$ cat src/rtl/i2c_cmd_pkg.sv
package i2c_cmd_pkg;
  localparam logic [1:0] REG_TADDR = 2'd0;
  localparam logic [1:0] REG_DATA  = 2'd1;
  localparam logic [1:0] REG_CMD   = 2'd2;
  localparam logic [1:0] REG_DIV   = 2'd3;

  localparam int CMD_RUN   = 0;
  localparam int CMD_START = 1;
  localparam int CMD_STOP  = 2;
  localparam int CMD_ACK   = 3;

  typedef enum logic [2:0] {
    ST_IDLE,
    ST_HOLD,
    ST_START,
    ST_ADDR,
    ST_DATA,
    ST_STOP
  } eng_state_e;
endpackage

$ cat src/rtl/i2c_quarter_tick.sv
module i2c_quarter_tick #(
  parameter int DIV_W = 8
) (
  input  logic             clk_i,
  input  logic             rst_ni,
  input  logic             en_i,
  input  logic [DIV_W-1:0] div_i,
  output logic             tick_o
);
  logic [DIV_W-1:0] cnt_q;

  assign tick_o = en_i && (cnt_q == div_i);

  always_ff @(posedge clk_i or negedge rst_ni) begin
    if (!rst_ni)              cnt_q <= '0;
    else if (!en_i || tick_o) cnt_q <= '0;
    else                      cnt_q <= cnt_q + 1'b1;
  end

  p_cnt_in_range_r10: assert property (@(posedge clk_i) disable iff (!rst_ni)
    en_i |-> (cnt_q <= div_i));
endmodule

$ cat src/rtl/i2c_byte_engine.sv
module i2c_byte_engine
  import i2c_cmd_pkg::*;
#(
  parameter int BYTE_W = 8
) (
  input  logic              clk_i,
  input  logic              rst_ni,
  input  logic              tick_i,
  input  logic              go_i,
  input  logic              start_i,
  input  logic              stop_i,
  input  logic              ack_i,
  input  logic [BYTE_W-1:0] addr_byte_i,
  input  logic [BYTE_W-1:0] tx_byte_i,
  input  logic              sda_i,
  output logic              active_o,
  output logic              err_o,
  output logic [BYTE_W-1:0] rx_byte_o,
  output logic              rx_valid_o,
  output logic              scl_low_o,
  output logic              sda_low_o
);
  localparam int CW = $clog2(BYTE_W + 1);

  eng_state_e        state_q;
  logic [1:0]        q_q;
  logic [CW-1:0]     bit_q;
  logic [BYTE_W-1:0] sh_q, addr_q, tx_q, rx_q;
  logic              rd_q, stop_q, ack_q, nack_q;
  logic              scl_low_q, sda_low_q, err_q, rx_valid_q;
  logic              last_bit, tx_mode;

  assign last_bit   = (bit_q == CW'(BYTE_W));
  assign tx_mode    = (state_q == ST_ADDR) || !rd_q;
  assign active_o   = (state_q != ST_IDLE) && (state_q != ST_HOLD);
  assign err_o      = err_q;
  assign rx_byte_o  = rx_q;
  assign rx_valid_o = rx_valid_q;
  assign scl_low_o  = scl_low_q;
  assign sda_low_o  = sda_low_q;

  always_ff @(posedge clk_i or negedge rst_ni) begin
    if (!rst_ni) begin
      state_q    <= ST_IDLE;
      q_q        <= '0;
      bit_q      <= '0;
      sh_q       <= '0;
      addr_q     <= '0;
      tx_q       <= '0;
      rx_q       <= '0;
      rd_q       <= 1'b0;
      stop_q     <= 1'b0;
      ack_q      <= 1'b0;
      nack_q     <= 1'b0;
      scl_low_q  <= 1'b0;
      sda_low_q  <= 1'b0;
      err_q      <= 1'b0;
      rx_valid_q <= 1'b0;
    end else begin
      err_q      <= 1'b0;
      rx_valid_q <= 1'b0;
      if (go_i) begin
        stop_q <= stop_i;
        ack_q  <= ack_i;
        tx_q   <= tx_byte_i;
        sh_q   <= tx_byte_i;
        q_q    <= '0;
        bit_q  <= '0;
        // a free bus always needs a start condition
        if (start_i || state_q == ST_IDLE) begin
          state_q <= ST_START;
          addr_q  <= addr_byte_i;
          rd_q    <= addr_byte_i[0];
        end else begin
          state_q <= ST_DATA;
        end
      end else if (tick_i) begin
        q_q <= q_q + 2'd1;
        case (state_q)
          ST_START: begin
            case (q_q)
              2'd0: sda_low_q <= 1'b0;
              2'd1: scl_low_q <= 1'b0;
              2'd2: sda_low_q <= 1'b1;
              default: begin
                scl_low_q <= 1'b1;
                sh_q      <= addr_q;
                bit_q     <= '0;
                state_q   <= ST_ADDR;
              end
            endcase
          end
          ST_ADDR, ST_DATA: begin
            case (q_q)
              2'd0: sda_low_q <= last_bit ? ((state_q == ST_DATA) && rd_q && ack_q)
                                          : (tx_mode && !sh_q[BYTE_W-1]);
              2'd1: scl_low_q <= 1'b0;
              2'd2: begin
                if (last_bit) nack_q <= sda_i;
                else          sh_q   <= {sh_q[BYTE_W-2:0], sda_i};
              end
              default: begin
                scl_low_q <= 1'b1;
                if (!last_bit) begin
                  bit_q <= bit_q + 1'b1;
                end else begin
                  bit_q <= '0;
                  if (state_q == ST_ADDR) begin
                    if (nack_q) begin
                      err_q   <= 1'b1;
                      state_q <= ST_STOP;
                    end else begin
                      sh_q    <= tx_q;
                      state_q <= ST_DATA;
                    end
                  end else if (!rd_q && nack_q) begin
                    err_q   <= 1'b1;
                    state_q <= ST_STOP;
                  end else begin
                    if (rd_q) begin
                      rx_q       <= sh_q;
                      rx_valid_q <= 1'b1;
                    end
                    state_q <= stop_q ? ST_STOP : ST_HOLD;
                  end
                end
              end
            endcase
          end
          ST_STOP: begin
            case (q_q)
              2'd0: sda_low_q <= 1'b1;
              2'd1: scl_low_q <= 1'b0;
              2'd2: sda_low_q <= 1'b0;
              default: state_q <= ST_IDLE;
            endcase
          end
          default: ;
        endcase
      end
    end
  end

  p_sda_stable_r9: assert property (@(posedge clk_i) disable iff (!rst_ni)
    (!scl_low_q && !$past(scl_low_q) && $past(state_q) != ST_START &&
     $past(state_q) != ST_STOP) |-> $stable(sda_low_q));

  p_hold_scl_low_r4: assert property (@(posedge clk_i) disable iff (!rst_ni)
    (state_q == ST_HOLD) |-> scl_low_q);

  p_idle_released_r3: assert property (@(posedge clk_i) disable iff (!rst_ni)
    (state_q == ST_IDLE) |-> (!scl_low_q && !sda_low_q));

  p_addr_nack_stop_r7: assert property (@(posedge clk_i) disable iff (!rst_ni)
    (state_q == ST_ADDR && tick_i && !go_i && q_q == 2'd3 && last_bit && nack_q)
      |=> (state_q == ST_STOP));
endmodule

$ cat src/rtl/i2c_cmd_master.sv
module i2c_cmd_master
  import i2c_cmd_pkg::*;
#(
  parameter int             DIV_W   = 8,
  parameter logic [DIV_W-1:0] DIV_RST = DIV_W'(4)
) (
  input  logic       clk_i,
  input  logic       rst_ni,
  input  logic       reg_we_i,
  input  logic [1:0] reg_addr_i,
  input  logic [7:0] reg_wdata_i,
  output logic [7:0] reg_rdata_o,
  output logic       scl_oe_o,
  output logic       sda_oe_o,
  input  logic       sda_i
);
  localparam int BYTE_W = 8;

  logic [BYTE_W-1:0] taddr_q, data_q, rx_byte;
  logic [DIV_W-1:0]  div_q;
  logic              err_q;
  logic              eng_active, eng_err, rx_valid, tick;
  logic              go, wr_ok, busy_vis, err_vis;

  assign wr_ok    = reg_we_i && !eng_active;
  assign go       = wr_ok && (reg_addr_i == REG_CMD) && reg_wdata_i[CMD_RUN];
  assign busy_vis = eng_active || go;
  assign err_vis  = err_q && !go;

  always_ff @(posedge clk_i or negedge rst_ni) begin
    if (!rst_ni) begin
      taddr_q <= '0;
      data_q  <= '0;
      div_q   <= DIV_RST;
      err_q   <= 1'b0;
    end else begin
      if (wr_ok && reg_addr_i == REG_TADDR) taddr_q <= reg_wdata_i;
      if (wr_ok && reg_addr_i == REG_DIV)   div_q   <= DIV_W'(reg_wdata_i);
      if (rx_valid)                          data_q  <= rx_byte;
      else if (wr_ok && reg_addr_i == REG_DATA) data_q <= reg_wdata_i;
      if (go)           err_q <= 1'b0;
      else if (eng_err) err_q <= 1'b1;
    end
  end

  always_comb begin
    case (reg_addr_i)
      REG_TADDR: reg_rdata_o = taddr_q;
      REG_DATA:  reg_rdata_o = data_q;
      REG_CMD:   reg_rdata_o = {6'b0, err_vis, busy_vis};
      default:   reg_rdata_o = 8'(div_q);
    endcase
  end

  i2c_quarter_tick #(.DIV_W(DIV_W)) u_tick (
    .clk_i  (clk_i),
    .rst_ni (rst_ni),
    .en_i   (eng_active),
    .div_i  (div_q),
    .tick_o (tick)
  );

  i2c_byte_engine #(.BYTE_W(BYTE_W)) u_eng (
    .clk_i       (clk_i),
    .rst_ni      (rst_ni),
    .tick_i      (tick),
    .go_i        (go),
    .start_i     (reg_wdata_i[CMD_START]),
    .stop_i      (reg_wdata_i[CMD_STOP]),
    .ack_i       (reg_wdata_i[CMD_ACK]),
    .addr_byte_i (taddr_q),
    .tx_byte_i   (data_q),
    .sda_i       (sda_i),
    .active_o    (eng_active),
    .err_o       (eng_err),
    .rx_byte_o   (rx_byte),
    .rx_valid_o  (rx_valid),
    .scl_low_o   (scl_oe_o),
    .sda_low_o   (sda_oe_o)
  );

  p_busy_follows_run_r2: assert property (@(posedge clk_i) disable iff (!rst_ni)
    go |=> eng_active);

  p_err_clear_r7: assert property (@(posedge clk_i) disable iff (!rst_ni)
    go |=> !err_q);

  p_div_frozen_r11: assert property (@(posedge clk_i) disable iff (!rst_ni)
    (eng_active && $past(eng_active)) |-> $stable(div_q));
endmodule

$ cat config.mk
export PLATFORM = sky130hd
export DESIGN_NAME = i2c_cmd_master
export DESIGN_NICKNAME = d
export VERILOG_FILES = /design/src/rtl/i2c_cmd_pkg.sv /design/src/rtl/i2c_quarter_tick.sv /design/src/rtl/i2c_byte_engine.sv /design/src/rtl/i2c_cmd_master.sv
export SDC_FILE = /design/constraint.sdc
export NUM_CORES = 1
export LEC_CHECK = 0
export ABC_AREA = 1
export BUFFER_PORTS_ARGS = -buffer_cell sky130_fd_sc_hd__buf_2
export CORE_AREA = 2 2 110 112
export DETAILED_ROUTE_END_ITERATION = 6
export DIE_AREA = 0 0 112 114
export GPL_TIMING_DRIVEN = 0
export SYNTH_ARGS = -nofsm -noshare
export SYNTH_HDL_FRONTEND = slang
export SYNTH_HIERARCHICAL = 1
export SYNTH_SLANG_ARGS = --single-unit
$ cat constraint.sdc
create_clock -name clk_i -period 6 [get_ports clk_i]
set_input_delay 1.5 -clock clk_i [delete_from_list [all_inputs] [get_ports clk_i]]
set_output_delay 1.5 -clock clk_i [all_outputs]
set_load 0.02 [all_outputs]
After elaboration in Yosys (flattened, before gate mapping)
Index checks and enable logic that the tools add are counted.

operators by class
  eq/ne operators = 26
  mux-type cells = 59
  reductions and logical operators = 45
  bitwise gates (word level) = 4
  add/subtract/negate cells = 3

operators with widths
  cell                                                                     number
  8-bit 2-to-1 mux                                                         10
  8-bit one-hot mux with 2 select lines                                    2
  3-bit 2-to-1 mux                                                         10
  8-bit one-hot mux with 3 select lines                                    1
  1-bit 2-to-1 mux                                                         22
  4-bit 2-to-1 mux                                                         5
  8-bit AND reduction                                                      2
  1-bit logical AND                                                        13
  3-bit inequality test, second input constant                             4
  6-bit AND reduction                                                      2
  5-bit AND reduction                                                      2
  3-bit by 1-bit inequality test with 1-bit output, second input constant  3
  3-bit one-hot mux with 3 select lines                                    1
  3-bit nonzero test                                                       3
  8-bit by 1-bit adder with 8-bit output, second input constant            1
  8-bit equality test                                                      1
  4-bit by 2-bit inequality test with 1-bit output, second input constant  2
  4-bit inequality test, second input constant                             2
  1-bit one-hot mux with 2 select lines                                    4
  4-bit one-hot mux with 2 select lines                                    1
  2-bit nonzero test                                                       4
  2-bit equality test, second input constant                               3
  3-bit by 2-bit equality test with 1-bit output, second input constant    2
  3-bit equality test, second input constant                               2
  other kinds (19)                                                         35

word-level totals
  flip-flop bits (word level) = 82
  logic and storage cells = 157
  output and inout port bits = 10
  bits of input ports = 14

Logic depth before layout (Yosys ltp)
  word-level depth = 9
  mapped depth = 16
  gate-level depth less buffers = 16

By module
Netlist, hierarchy kept.

by module, submodules not included
  module            area an instance (um2)  cells each  instances  sequential area each (um2)
  i2c_byte_engine   2700.1                  347         1          1201.2
  i2c_cmd_master    1305.0                  165         1          626.9
  i2c_quarter_tick  514.2                   71          1          200.2

Worst setup path after synthesis
OpenSTA, ideal clock, no wires.

  path type = input to output
  start = in reg_we_i
  end = out reg_rdata_o[0]
  stages on the path = 6
  path buffers = 0
  path slack = 2.237 ns
  required time = 4.500 ns
  arrival = 2.263 ns
  cell sequence = inv_2 -> nor2_4 -> nand2_1 -> nor2_1 -> nor2_1 -> nor2_1

on the way
  word-level cells in the longest chain between the ends = 5

ends and longest elaborated chain
  item                                   RTL line              source
  start: declaration                     i2c_cmd_master.sv:9   input logic reg_we_i,
  1-bit logical AND                      i2c_cmd_master.sv:25  assign wr_ok = reg_we_i && !eng_active;
  1-bit logical AND (2 in a row)         i2c_cmd_master.sv:26  assign go = wr_ok && (reg_addr_i == REG_CMD) && reg_wdata_i[CMD_RUN];
  net go                                 i2c_cmd_master.sv:23  logic go, wr_ok, busy_vis, err_vis;
  1-bit logical OR                       i2c_cmd_master.sv:27  assign busy_vis = eng_active || go;
  8-bit one-hot mux with 3 select lines  i2c_cmd_master.sv:47  case (reg_addr_i)
  end: declaration                       i2c_cmd_master.sv:12  output logic [7:0] reg_rdata_o,

The timed path passes the listed nets, and every way through them passes these cells.

Worst setup path in the final report
Ends and elaborated chain as after synthesis.

==> results.md <==
- The required time of the critical path is 4.50 ns.
- 0 antenna diodes ended up in the layout.
- Yosys printed 6 warnings.
- Buffers placed on the I/O ports in this run total 23.
- The post-synthesis area per instance is 7.75 um^2.
- The post-synthesis async set-or-reset flop share is 100%.
- The floorplan die area is 12800 um^2.
- The area of the mapped netlist is 4520 um^2.
- The via count of the first global-routing pass is 3853.
- The top cell type by total area after synthesis is dfrtp_1.
- The wire length of the first global-routing pass is 19.0 mm.
- The H-tree level count is 3.
- The total of cells resized after clock tree synthesis is 0.
- The run finished with clean final reports.
- The power density of the placed cells is 423 nW/um^2.
- The share of the core filled with cells in the final layout is 44.4%.
- Counting instances in the post-synthesis netlist gives the leading cell types as nand2_1 (194), dfrtp_1 (80), nand3_1 (61).
- The max-slew violation total from the final report is 0.
- The fraction of power spent switching nets is 37.1%.
- The number of endpoints failing setup at the final stage is 0.
- The TritonCTS clock tree is done.
- The buffer type at the clock tree root is clkbuf_16.
- The total congestion overflow after global routing is 0.
- The core region is 11700 um^2.
- The remaining antenna violation count is 0.
- Yosys mapped a number of flops with a built-in enable equal to 0.
- The count of cells in the finished layout, fillers not included, comes to 770.
- The congestion estimate from routability-driven global placement came to 0.869.
- The number of detailed-routing iterations run before antenna repair is 5.
- Of all nets on the critical path, the largest fanout is 4.
- The reported net switching power is 0.815 mW.
- The number of antenna violations at the first check in global routing is 0.
- The share of Yosys cell area claimed by the top area cell type is 44.3%.
- The total global-route track usage is 18.6%.
- In this run the tightest slew margin relative to its limit is 65.2%.
- After detailed routing, the average wire length per cell comes to 14.6 um.
- Entering global routing, the biggest net connects 50 pins.
- The number of failing hold endpoints at the final stage was 0.
- The layout cell share with drive strength beyond 1 is 16.7%.
- The violation count after the first detailed-routing iteration is 272.
- The clock transition time at the flip-flop clock pins of the worst setup and hold paths is 0.06 ns.
- The worst stage delay on the critical path is 0.19 ns.
- Traced cell by cell, the critical path runs through buf_2 > inv_2 > nor2_4 > nand2_1 > nor2_1 > nor2_1 > nor2_1 > buf_2.
- The total wire length is 11.3 mm.
- The starting utilization of the core area is 38.6%.
- The hold buffer count at cts is 0.
- For the final database, setup skew stands at 0.00563 ns.
- No sink is reached through more buffers than the 2 on the longest clock path.
- The clock period could shrink to 3.94 ns.
- The final period utilization is 65.7%.
- Counting distinct cell types in the post-synthesis netlist gives 33.
- After the last flow step, the layout net total stands at 639.
- The number of cells on the worst reg-to-reg path is 15.
- The CTS sink count is 81.
- The measured slew at the worst slew-check pin is 0.522 ns.
- The average vias per placed instance is 5.05.
- In this run the cell area measured after placement is 4850 um^2.
- For this design the static power due to leakage is 2.67 nW.
- The post-detailed-placement half-perimeter wirelength is 8.62 mm.
- The worst hold path passes through 2 cells.
- The floorplan step set the die height to 114 um.
- Internal power comes to 1.38 mW.
- Relative to the synthesized area, the layout overhead comes to 15.1%.
- The leading cell type by number of instances after synthesis is nand2_1.
- The clock network accounts for 29.3% of the total power.
- Detailed routing inserted a total of 3885 vias.
- Data arrives at the worst endpoint at 2.44 ns.
- The cell area after layout is 5200 um^2.
- The dominant synthesized flop cell is dfrtp_1.
- Clock latency on the worst-skew pair, taken at its later pin, is 0.34 ns.
- After detailed routing, the number of remaining DRC violations is 0.
- In this run the worst hold path is classified as flip-flop to flip-flop.
- The maximum clock rate is 0.254 GHz.
- The critical path in this run is classified as input port to output port.
- In this design, the critical path's most frequently occurring cell is nor2_1.
- Synthesis produced a netlist with a net count of 604.
- During I/O placement, the number of pins put on the boundary was 24.
- Sequential cells burn 38.4% of the power.
- The post-route setup TNS is 0 ns.
- The total of max-cap violations is 0.
- Setup repair after global routing left no endpoint under its margin.
- The multi-input combinational cells in the finished layout cover a total of 2140 um^2.
- By area the synthesized netlist is led by dfrtp_1 (44%), nand2_1 (16%), nand3_1 (6.8%).
- The cell count after synthesis came out at 583.
- The number of synthesized register bits is 81.
- The proportion of power drawn by combinational gates is 32.3%.
- The total power draw is 2.20 mW.
- The filler cells instantiated in the layout total 1204.
- The horizontal die dimension is 112 um.
- The placement row count is 40.
- Including well taps, the total number of placed cells is 754.
- The slowest stage of the critical path belongs to the cell nor2_1.
- The number of clock buffers added by TritonCTS is 9.
- The critical path launch point type is an input port.
- Across the VDD grid, the largest voltage drop is 0.000193 V.
- The endpoint kind of the worst setup timing path is an output port.
- For this run, the register share of the synthesized area comes to 44.9%.
- The count of buffers added by post-CTS timing repair for setup is 0.
- In the final layout, flip-flops and latches occupy 2030 um^2.
[metal layers]
layer  wire length (um)  global-route usage [%]  vias to the layer above
li1                   -                       -                     1903
met1               5430                    26.0                     1872
met4                138                    4.96                        0
met2               5260                    30.2                       98
met3                450                    3.24                       12
met5                  0                       0                        -
[layout by cell type (no fill, tap or decap), types with 9 or more instances in the layout]
cell / netlist / routed
clkbuf_16: 0 / 9
buf_2: 3 / 25
inv_1: 58 / 58
dfrtp_1: 80 / 80
nand3_1: 61 / 61
o21ai_0: 26 / 26
nor2_1: 45 / 45
a21oi_1: 17 / 17
o21ai_1: 10 / 10
nand2_2: 9 / 9
nand2_1: 194 / 194
[path summary, 6_finish.rpt]
kind,start,to,slack (ns)
min reg2reg,u_eng/tx_q[4]$_DFFE_PN0P_,u_eng/tx_q[4]$_DFFE_PN0P_,0.47
min,u_eng/tx_q[4]$_DFFE_PN0P_,u_eng/tx_q[4]$_DFFE_PN0P_,0.47
max,reg_we_i,reg_rdata_o[0],2.06
min in group asynchronous,rst_ni,u_tick/cnt_q[1]$_DFF_PN0_,1.11
max reg2reg,u_eng/state_q[1]$_DFFE_PN0P_,u_eng/state_q[1]$_DFFE_PN0P_,3.31
max in group asynchronous,rst_ni,u_eng/rx_byte_o[7]$_DFFE_PN0P_,4.27
[layout make-up]
type,count,share of cell area (%)
multi-input cells,421,41.1
inverters,66,4.81
repair buffers,24,2.79
clock inverters,6,2.19
flip-flops and latches,81,39.0
clock buffers,10,4.59
plain buffers,15,2.02
well taps,147,3.54
[logic make-up (layout without fill, tap and decap cells)]
family / Yosys count / in the layout / synth area share [%]
buf+inv: 81 / 121 / 7.86
flops: 81 / 81 / 44.9
simple gates: 340 / 340 / 35.5
fa+ha+maj: 7 / 7 / 1.94
xor+xnor: 9 / 9 / 1.74
compound gates: 65 / 65 / 8.11
[per-stage QoR]
stage / setup WS [ns] / hold slack [ns]
4_1_cts: 2.04 / 0.468
2_1_floorplan: 2.24 / 0.437
3_5_place_dp: 2.04 / 0.453
5_1_grt: 1.91 / 0.482
6_report: 2.06 / 0.467
3_3_place_gp: 2.04 / 0.450
[critical path, delay by kind of cell]
| kind | cells | cell delay, ns |
|---|---|---|
| and+or+nand+nor | 5 | 0.65 |
| buffers and inverters | 3 | 0.31 |
[flip-flops by register name, indices dropped and copies added (netlist names)]
signal	count
u_eng/rx_valid_o	1
u_eng/ack_q	1
u_eng/q_q	2
u_eng/nack_q	1
div_q	8
u_eng/tx_q	8
u_eng/sda_low_o	1
u_eng/state_q	3
u_eng/bit_q	4
u_eng/addr_q	8
u_eng/sh_q	8
taddr_q	8
u_eng/stop_q	1
u_tick/cnt_q	8
u_eng/err_o	1
u_eng/rx_byte_o	8
data_q	8
err_q	1
u_eng/scl_low_o	1
[power groups by stage]
stage / registers [mW] / clock network [mW] / logic, mW
2_1_floorplan: 0.817 / 0 / 0.527
3_3_place_gp: 0.846 / 0 / 0.686
3_5_place_dp: 0.853 / 0 / 0.705
4_1_cts: 0.844 / 0.656 / 0.709
5_1_grt: 0.865 / 0.677 / 0.809
6_report: 0.844 / 0.644 / 0.711
(Power assumes the default switching activity.)
